$ cat src/rtl/hcpwm_pkg.sv
package hcpwm_pkg;

    typedef enum logic [1:0] {
        PH_IDLE = 2'd0,
        PH_RUN  = 2'd1,
        PH_GAP  = 2'd2
    } phase_e;

    typedef enum logic {
        HALF_POS = 1'b0,
        HALF_NEG = 1'b1
    } half_e;

    typedef struct packed {
        logic sel_pos;
        logic sel_neg;
        logic drv_pos;
        logic drv_neg;
    } gates_t;

    // rational sine approximation of the j-th quarter-wave sample
    function automatic int qsine(input int j, input int qw, input int sw);
        longint k, n, a, num, den;
        k   = 2 * longint'(j) + 1;
        n   = 4 * longint'(qw);
        a   = k * (n - k);
        num = 16 * a * ((longint'(1) <<< sw) - 1);
        den = 5 * n * n - 4 * a;
        return int'(num / den);
    endfunction

    // largest modulation index keeping peak duty at or below 0.78
    function automatic int mod_limit(input int mw);
        return int'((longint'(78) * (longint'(1) <<< mw)) / 100);
    endfunction

endpackage

$ cat src/rtl/hcpwm_qsine_rom.sv
module hcpwm_qsine_rom #(
    parameter int QW = 60,
    parameter int SW = 10,
    parameter int IW = $clog2(2 * QW)
) (
    input  logic [IW-1:0] idx,
    output logic [SW-1:0] mag
);
    localparam int JW = $clog2(QW);
    localparam logic [IW-1:0] QW_I  = IW'(QW);
    localparam logic [IW-1:0] TOP_I = IW'(2 * QW - 1);

    logic [SW-1:0] tbl [QW];

    for (genvar j = 0; j < QW; j++) begin : g_entry
        localparam logic [SW-1:0] VAL = SW'(hcpwm_pkg::qsine(j, QW, SW));
        assign tbl[j] = VAL;
    end

    logic [IW-1:0] mirrored;
    always_comb begin
        mirrored = (idx < QW_I) ? idx : (TOP_I - idx);
        mag      = tbl[mirrored[JW-1:0]];
    end
endmodule

$ cat src/rtl/hcpwm_carrier.sv
module hcpwm_carrier #(
    parameter int H  = 2083,
    parameter int TW = $clog2(2 * H),
    parameter int CW = $clog2(H + 1)
) (
    input  logic          clk,
    input  logic          rst,
    input  logic          hold,
    output logic [CW-1:0] level,
    output logic          last
);
    localparam logic [TW-1:0] H_T    = TW'(H);
    localparam logic [TW-1:0] LAST_T = TW'(2 * H - 1);

    logic [TW-1:0] pos_q;
    logic [TW-1:0] fold;

    always_ff @(posedge clk) begin
        if (rst || hold) begin
            pos_q <= '0;
        end else if (pos_q == LAST_T) begin
            pos_q <= '0;
        end else begin
            pos_q <= pos_q + 1'b1;
        end
    end

    always_comb begin
        fold  = (pos_q < H_T) ? pos_q : (LAST_T - pos_q);
        level = CW'(fold);
        last  = (pos_q == LAST_T);
    end
endmodule

$ cat src/rtl/hcpwm_seq.sv
module hcpwm_seq
    import hcpwm_pkg::*;
#(
    parameter int QW = 60,
    parameter int IW = $clog2(2 * QW),
    parameter int DW = 8
) (
    input  logic          clk,
    input  logic          rst,
    input  logic          en,
    input  logic          car_last,
    input  logic [DW-1:0] dead_len,
    output phase_e        st,
    output half_e         half,
    output logic          hold,
    output logic          load,
    output logic [IW-1:0] load_idx
);
    localparam logic [IW-1:0] LAST_K = IW'(2 * QW - 1);
    localparam logic [DW-1:0] ONE_D  = DW'(1);

    phase_e        st_q;
    half_e         half_q;
    logic [IW-1:0] k_q;
    logic [DW-1:0] dcnt_q;

    always_comb begin
        load     = 1'b0;
        load_idx = '0;
        unique case (st_q)
            PH_IDLE: load = en;
            PH_RUN: begin
                load     = en && car_last && (k_q != LAST_K);
                load_idx = k_q + 1'b1;
            end
            PH_GAP:  load = en && (dcnt_q == ONE_D);
            default: load = 1'b0;
        endcase
        hold = (st_q != PH_RUN);
        st   = st_q;
        half = half_q;
    end

    always_ff @(posedge clk) begin
        if (rst || !en) begin
            st_q   <= PH_IDLE;
            half_q <= HALF_POS;
            k_q    <= '0;
            dcnt_q <= '0;
        end else begin
            unique case (st_q)
                PH_IDLE: begin
                    st_q   <= PH_RUN;
                    half_q <= HALF_POS;
                    k_q    <= '0;
                end
                PH_RUN: begin
                    if (car_last) begin
                        if (k_q == LAST_K) begin
                            st_q   <= PH_GAP;
                            dcnt_q <= (dead_len == '0) ? ONE_D : dead_len;
                        end else begin
                            k_q <= k_q + 1'b1;
                        end
                    end
                end
                PH_GAP: begin
                    if (dcnt_q == ONE_D) begin
                        st_q   <= PH_RUN;
                        half_q <= (half_q == HALF_POS) ? HALF_NEG : HALF_POS;
                        k_q    <= '0;
                    end else begin
                        dcnt_q <= dcnt_q - 1'b1;
                    end
                end
                default: st_q <= PH_IDLE;
            endcase
        end
    end

    // the dead counter is never empty while a gap is running
    a_r4_gap_count_live: assert property (@(posedge clk) disable iff (rst)
        (st_q == PH_GAP) |-> (dcnt_q != '0));
endmodule

$ cat src/rtl/hcpwm_drive.sv
module hcpwm_drive
    import hcpwm_pkg::*;
#(
    parameter int H  = 2083,
    parameter int CW = $clog2(H + 1),
    parameter int SW = 10,
    parameter int MW = 8
) (
    input  logic          clk,
    input  logic          rst,
    input  logic          load,
    input  logic [SW-1:0] mag,
    input  logic [MW-1:0] mod_idx,
    input  phase_e        st,
    input  half_e         half,
    input  logic [CW-1:0] level,
    output gates_t        gates
);
    localparam int PW = SW + MW + CW;
    localparam logic [MW-1:0] LIM = MW'(hcpwm_pkg::mod_limit(MW));

    logic [MW-1:0] mod_eff;
    logic [PW-1:0] prod;
    logic [CW-1:0] cmp_nxt;
    logic [CW-1:0] cmp_q;
    gates_t        g_q;
    logic          run;

    always_comb begin
        mod_eff = (mod_idx > LIM) ? LIM : mod_idx;
        prod    = PW'(mag) * PW'(mod_eff) * PW'(H);
        cmp_nxt = CW'(prod >> (SW + MW));
        run     = (st == PH_RUN);
    end

    always_ff @(posedge clk) begin
        if (rst) begin
            cmp_q <= '0;
            g_q   <= '0;
        end else begin
            if (load) begin
                cmp_q <= cmp_nxt;
            end
            g_q.sel_pos <= run && (half == HALF_POS);
            g_q.sel_neg <= run && (half == HALF_NEG);
            g_q.drv_pos <= run && (half == HALF_POS) && (level < cmp_q);
            g_q.drv_neg <= run && (half == HALF_NEG) && (level < cmp_q);
        end
    end

    assign gates = g_q;

    // latched compare never exceeds 0.78 of the carrier height
    a_r8_duty_cap: assert property (@(posedge clk) disable iff (rst)
        (32'(cmp_q) * 100) <= (78 * H));
endmodule

$ cat src/rtl/hcpwm_gate_ctrl.sv
module hcpwm_gate_ctrl
    import hcpwm_pkg::*;
#(
    parameter int CAR_HALF = 2083,
    parameter int QW_DEPTH = 60,
    parameter int SIN_W    = 10,
    parameter int MOD_W    = 8,
    parameter int DEAD_W   = 8
) (
    input  logic              clk,
    input  logic              rst,
    input  logic              en,
    input  logic [MOD_W-1:0]  mod_idx,
    input  logic [DEAD_W-1:0] dead_len,
    output logic              drv_pos,
    output logic              drv_neg,
    output logic              sel_pos,
    output logic              sel_neg
);
    localparam int IW = $clog2(2 * QW_DEPTH);
    localparam int TW = $clog2(2 * CAR_HALF);
    localparam int CW = $clog2(CAR_HALF + 1);

    phase_e          st;
    half_e           half;
    logic            hold;
    logic            load;
    logic [IW-1:0]   load_idx;
    logic [CW-1:0]   level;
    logic            car_last;
    logic [SIN_W-1:0] mag;
    gates_t          gates;

    hcpwm_seq #(.QW(QW_DEPTH), .IW(IW), .DW(DEAD_W)) i_seq (
        .clk(clk), .rst(rst), .en(en), .car_last(car_last),
        .dead_len(dead_len), .st(st), .half(half), .hold(hold),
        .load(load), .load_idx(load_idx)
    );

    hcpwm_carrier #(.H(CAR_HALF), .TW(TW), .CW(CW)) i_carrier (
        .clk(clk), .rst(rst), .hold(hold), .level(level), .last(car_last)
    );

    hcpwm_qsine_rom #(.QW(QW_DEPTH), .SW(SIN_W), .IW(IW)) i_rom (
        .idx(load_idx), .mag(mag)
    );

    hcpwm_drive #(.H(CAR_HALF), .CW(CW), .SW(SIN_W), .MW(MOD_W)) i_drive (
        .clk(clk), .rst(rst), .load(load), .mag(mag), .mod_idx(mod_idx),
        .st(st), .half(half), .level(level), .gates(gates)
    );

    assign drv_pos = gates.drv_pos;
    assign drv_neg = gates.drv_neg;
    assign sel_pos = gates.sel_pos;
    assign sel_neg = gates.sel_neg;

    // selection switches never close together
    a_r3_sel_exclusive: assert property (@(posedge clk) disable iff (rst)
        !(sel_pos && sel_neg));

    // a selection switch never closes straight after the other opens
    a_r4_gap_before_neg: assert property (@(posedge clk) disable iff (rst)
        $rose(sel_neg) |-> !$past(sel_pos));
    a_r4_gap_before_pos: assert property (@(posedge clk) disable iff (rst)
        $rose(sel_pos) |-> !$past(sel_neg));

    // two clocks of low enable leave every gate open
    a_r10_quiet_when_off: assert property (@(posedge clk) disable iff (rst)
        (!$past(en) && !$past(en, 2)) |-> !(sel_pos || sel_neg || drv_pos || drv_neg));
endmodule

$ cat config.mk
export PLATFORM = sky130hd
export DESIGN_NAME = hcpwm_gate_ctrl
export DESIGN_NICKNAME = d
export VERILOG_FILES = /design/src/rtl/hcpwm_pkg.sv /design/src/rtl/hcpwm_qsine_rom.sv /design/src/rtl/hcpwm_carrier.sv /design/src/rtl/hcpwm_seq.sv /design/src/rtl/hcpwm_drive.sv /design/src/rtl/hcpwm_gate_ctrl.sv
export SDC_FILE = /design/constraint.sdc
export NUM_CORES = 1
export LEC_CHECK = 0
export BUFFER_PORTS_ARGS = -buffer_cell sky130_fd_sc_hd__buf_4
export CORE_MARGIN = 2
export CORE_UTILIZATION = 50
export CTS_CLUSTER_DIAMETER = 40
export DETAILED_ROUTE_END_ITERATION = 16
export PLACE_DENSITY = 0.69
export SKIP_CTS_REPAIR_TIMING = 1
export SYNTH_ARGS = -nofsm -noshare
export SYNTH_HDL_FRONTEND = slang
export SYNTH_SLANG_ARGS = --single-unit
$ cat constraint.sdc
create_clock -name clk -period 12.6 [get_ports clk]
set_input_delay 0.63 -clock clk [delete_from_list [all_inputs] [get_ports clk]]
set_output_delay 0.63 -clock clk [all_outputs]
set_load 0.02 [all_outputs]
==> impl_metrics.json <==
{
  "status": "finished, final reports clean",
  "whs_ns": 0.4569,
  "hpwlAfterDp_mm": 16.13,
  "startpoint_type": "register",
  "async_flop_share": 0,
  "drive_above_1_share": 0.07706,
  "period_share": 0.9417,
  "syn_inst": 1125,
  "cts_made_buffers": 5,
  "r2r_end": "i_drive.cmp_q[9]",
  "yosysSeqAreaShare": 0.1074,
  "core_sq_um": 17240,
  "yosysWarnings": 0,
  "power_density_nw_per_um2": 172.9,
  "r2r_cells": 45,
  "clk_latency_ns": 0.29,
  "dieArea_sq_um": 18590,
  "ys_types": 78,
  "grt_usage": 0.2189,
  "fin_crit_ns": 11.87,
  "drv_slew": 0,
  "crit_end": "i_drive.cmp_q[9]",
  "num-fill-cells": 1611,
  "grt-ovfl-total": 0,
  "cp_common_cell": "inv_1",
  "postSynthAreaPerCell_sq_um": 7.786,
  "numPortBuffers": 22,
  "arrival_ns": 12.00,
  "clockBufferDepth": 2,
  "fin_util": 0.5446,
  "drv_cap": 0,
  "finClkSkew_ns": 0.009359,
  "slowest_stage": "dfxtp_1",
  "max_freq_mhz": 84.28,
  "grt_pass1_vias": 7225,
  "start_util": 0.5082,
  "die_width_um": 136.4,
  "design_area_sq_um": 9387,
  "crit_fanout": 16,
  "ys_ff_latch": 47,
  "die_y_um": 136.4,
  "clk_pin_slew_ns": 0.07,
  "grt_max_degree": 22,
  "setup_viol_count_final": 0,
  "cts_max_level": 2,
  "root_buffer": "clkbuf_16",
  "critPathKind": "reg2reg",
  "slew_headroom": 0.3219,
  "avgViaCountPerCell": 5.655,
  "drc": 0,
  "syn_area_sq_um": 8760,
  "slowest_delay_ns": 0.55,
  "cp-end-kind": "register",
  "grt_pass1_wl_mm": 33.67,
  "synthFlopType": "dfxtp_1",
  "synth_nets": 1353,
  "rows": 48,
  "cp-startpoint": "i_seq.st[0]",
  "finalHoldViolCount": 0,
  "final_nets": 1356,
  "dpl-instance-area_sq_um": 9139,
  "io_pins": 23,
  "num_antenna_cells": 0,
  "finalSetupTns_ns": 0,
  "clock_sinks": 47,
  "wl_mm": 19.78,
  "post_drt_wl_per_cell_um": 14.61,
  "drt_iter0_drc": 460,
  "antenna_found_initial": 0,
  "r2r_start": "i_seq.st[0]",
  "tritoncts": "yes",
  "ir_drop_uv": 216.5,
  "ant_nets": 0,
  "place.gp.congestion": 0.9063,
  "required_ns": 12.73,
  "firstDrtPassIters": 5,
  "r2r_setup_slack_ns": 0.73,
  "worst_pin_slew_ns": 1.013,
  "hp-class": "reg2reg",
  "synth_edf_count": 0,
  "vias": 7657,
  "syn_to_final_growth_pct": 7.156,
  "leakage_nw": 4.581
}
how the worst min path moves through the flow:
| stage | from | endpoint | slack [ns] | depth (start not counted) |
|---|---|---|---|---|
| after floorplan | i_drive.cmp_q[0] | i_drive.cmp_q[0] | 0.43 | 2 |
| after global placement | i_drive.cmp_q[5] | i_drive.cmp_q[5] | 0.44 | 2 |
| after detailed placement | i_drive.cmp_q[5] | i_drive.cmp_q[5] | 0.45 | 2 |
| after CTS | i_drive.cmp_q[5] | i_drive.cmp_q[5] | 0.46 | 2 |
| after global routing | i_drive.cmp_q[8] | i_drive.cmp_q[8] | 0.48 | 2 |
| final | i_drive.cmp_q[0] | i_drive.cmp_q[0] | 0.46 | 2 |
layout make-up:
type | instances | area, sq um | area share
clock buffers | 5 | 125.1 | 0.01333
inverters | 171 | 641.9 | 0.06838
multi-input cells | 866 | 7071 | 0.7533
repair buffers | 37 | 277.8 | 0.02959
clock inverters | 3 | 47.55 | 0.005065
flip-flops and latches | 47 | 942.2 | 0.1004
well taps | 225 | 281.5 | 0.02999
cell usage after synthesis, drive strengths merged (11+ instances only):
cell,n,area [sq um]
inv,168,630.6
ha,140,1752
xor2,25,219.0
o21ai,42,210.2
o22ai,14,87.58
a31oi,13,96.34
nand3,25,125.1
a21oi,56,280.3
a211oi,13,97.59
dfxtp,47,940.9
fa,69,1381
nor2,153,576.8
and3,12,80.08
clkbuf,36,135.1
nor3,31,155.2
xnor2,22,192.7
nand2,72,270.3
nand2b,11,68.82
worst max-delay path, delay by kind of cell, from the launching register on:
family / cells / cell delay [ns]
adders and majority gates: 11 / 4.67
AOI/OAI and AO/OA: 15 / 2.77
xor gates and xnor gates: 2 / 0.41
buffers and inverters: 8 / 0.62
muxes: 2 / 0.68
DFF: 1 / 0.55
and+or+nand+nor: 7 / 2.00
state kept, by name (all words and copies together), names as in the netlist:
signal and cells:
i_drive.gates 4, i_seq.st 2, i_drive.cmp_q 12, i_carrier.pos_q 13, i_seq.k_q 7, i_seq.dcnt_q 8
i_seq.half 1
routing by layer:
layer,share of wire,GRT usage
met1,0.47,0.3045
met2,0.48,0.3713
met3,0.035,0.02051
met4,0.016,0.04225
met5,0,0
power by group:
group / switching (mW) / internal [mW] / total [mW]
sequential: 0.00281 / 0.154 / 0.156
clock: 0.0593 / 0.0947 / 0.154
combinational: 0.761 / 0.551 / 1.31
total: 0.823 / 0.800 / 1.62
kinds of logic (layout without fill, tap and decap cells):
family	after synthesis	after routing	synth area share
compound gates	212	212	0.1628
buf+inv	212	216	0.09299
fa+ha+maj	209	209	0.3577
xor+xnor	47	47	0.04699
mux	16	16	0.02057
flops	47	47	0.1074
simple gates	382	382	0.2115
cells in the final DEF, fill, tap and decap left out, drive strengths merged, types with 10 or more instances in the layout:
| cell | n |
|---|---|
| o22ai | 14 |
| or2 | 10 |
| dfxtp | 47 |
| nor2 | 153 |
| nor3 | 31 |
| ha | 140 |
| a31oi | 13 |
| fa | 69 |
| nand3 | 25 |
| o21ai | 42 |
| buf | 37 |
| nand2 | 72 |
| a21oi | 56 |
| a211oi | 13 |
| and3 | 12 |
| nand4 | 10 |
| xnor2 | 22 |
| nand2b | 11 |
| xor2 | 25 |
| inv | 169 |
per-stage QoR:
step | cells | setup slack (ns) | power (mW)
detailed placement | 1345 | 0.4278 | 1.484
finish | 1354 | 0.7344 | 1.623
global route | 1354 | -0.02805 | 1.886
CTS | 1353 | 0.4185 | 1.648
global placement | 1345 | 0.5453 | 1.460
floorplan | 1125 | 0.9327 | 1.185
Note: power is estimated with default switching activity, not from simulation.
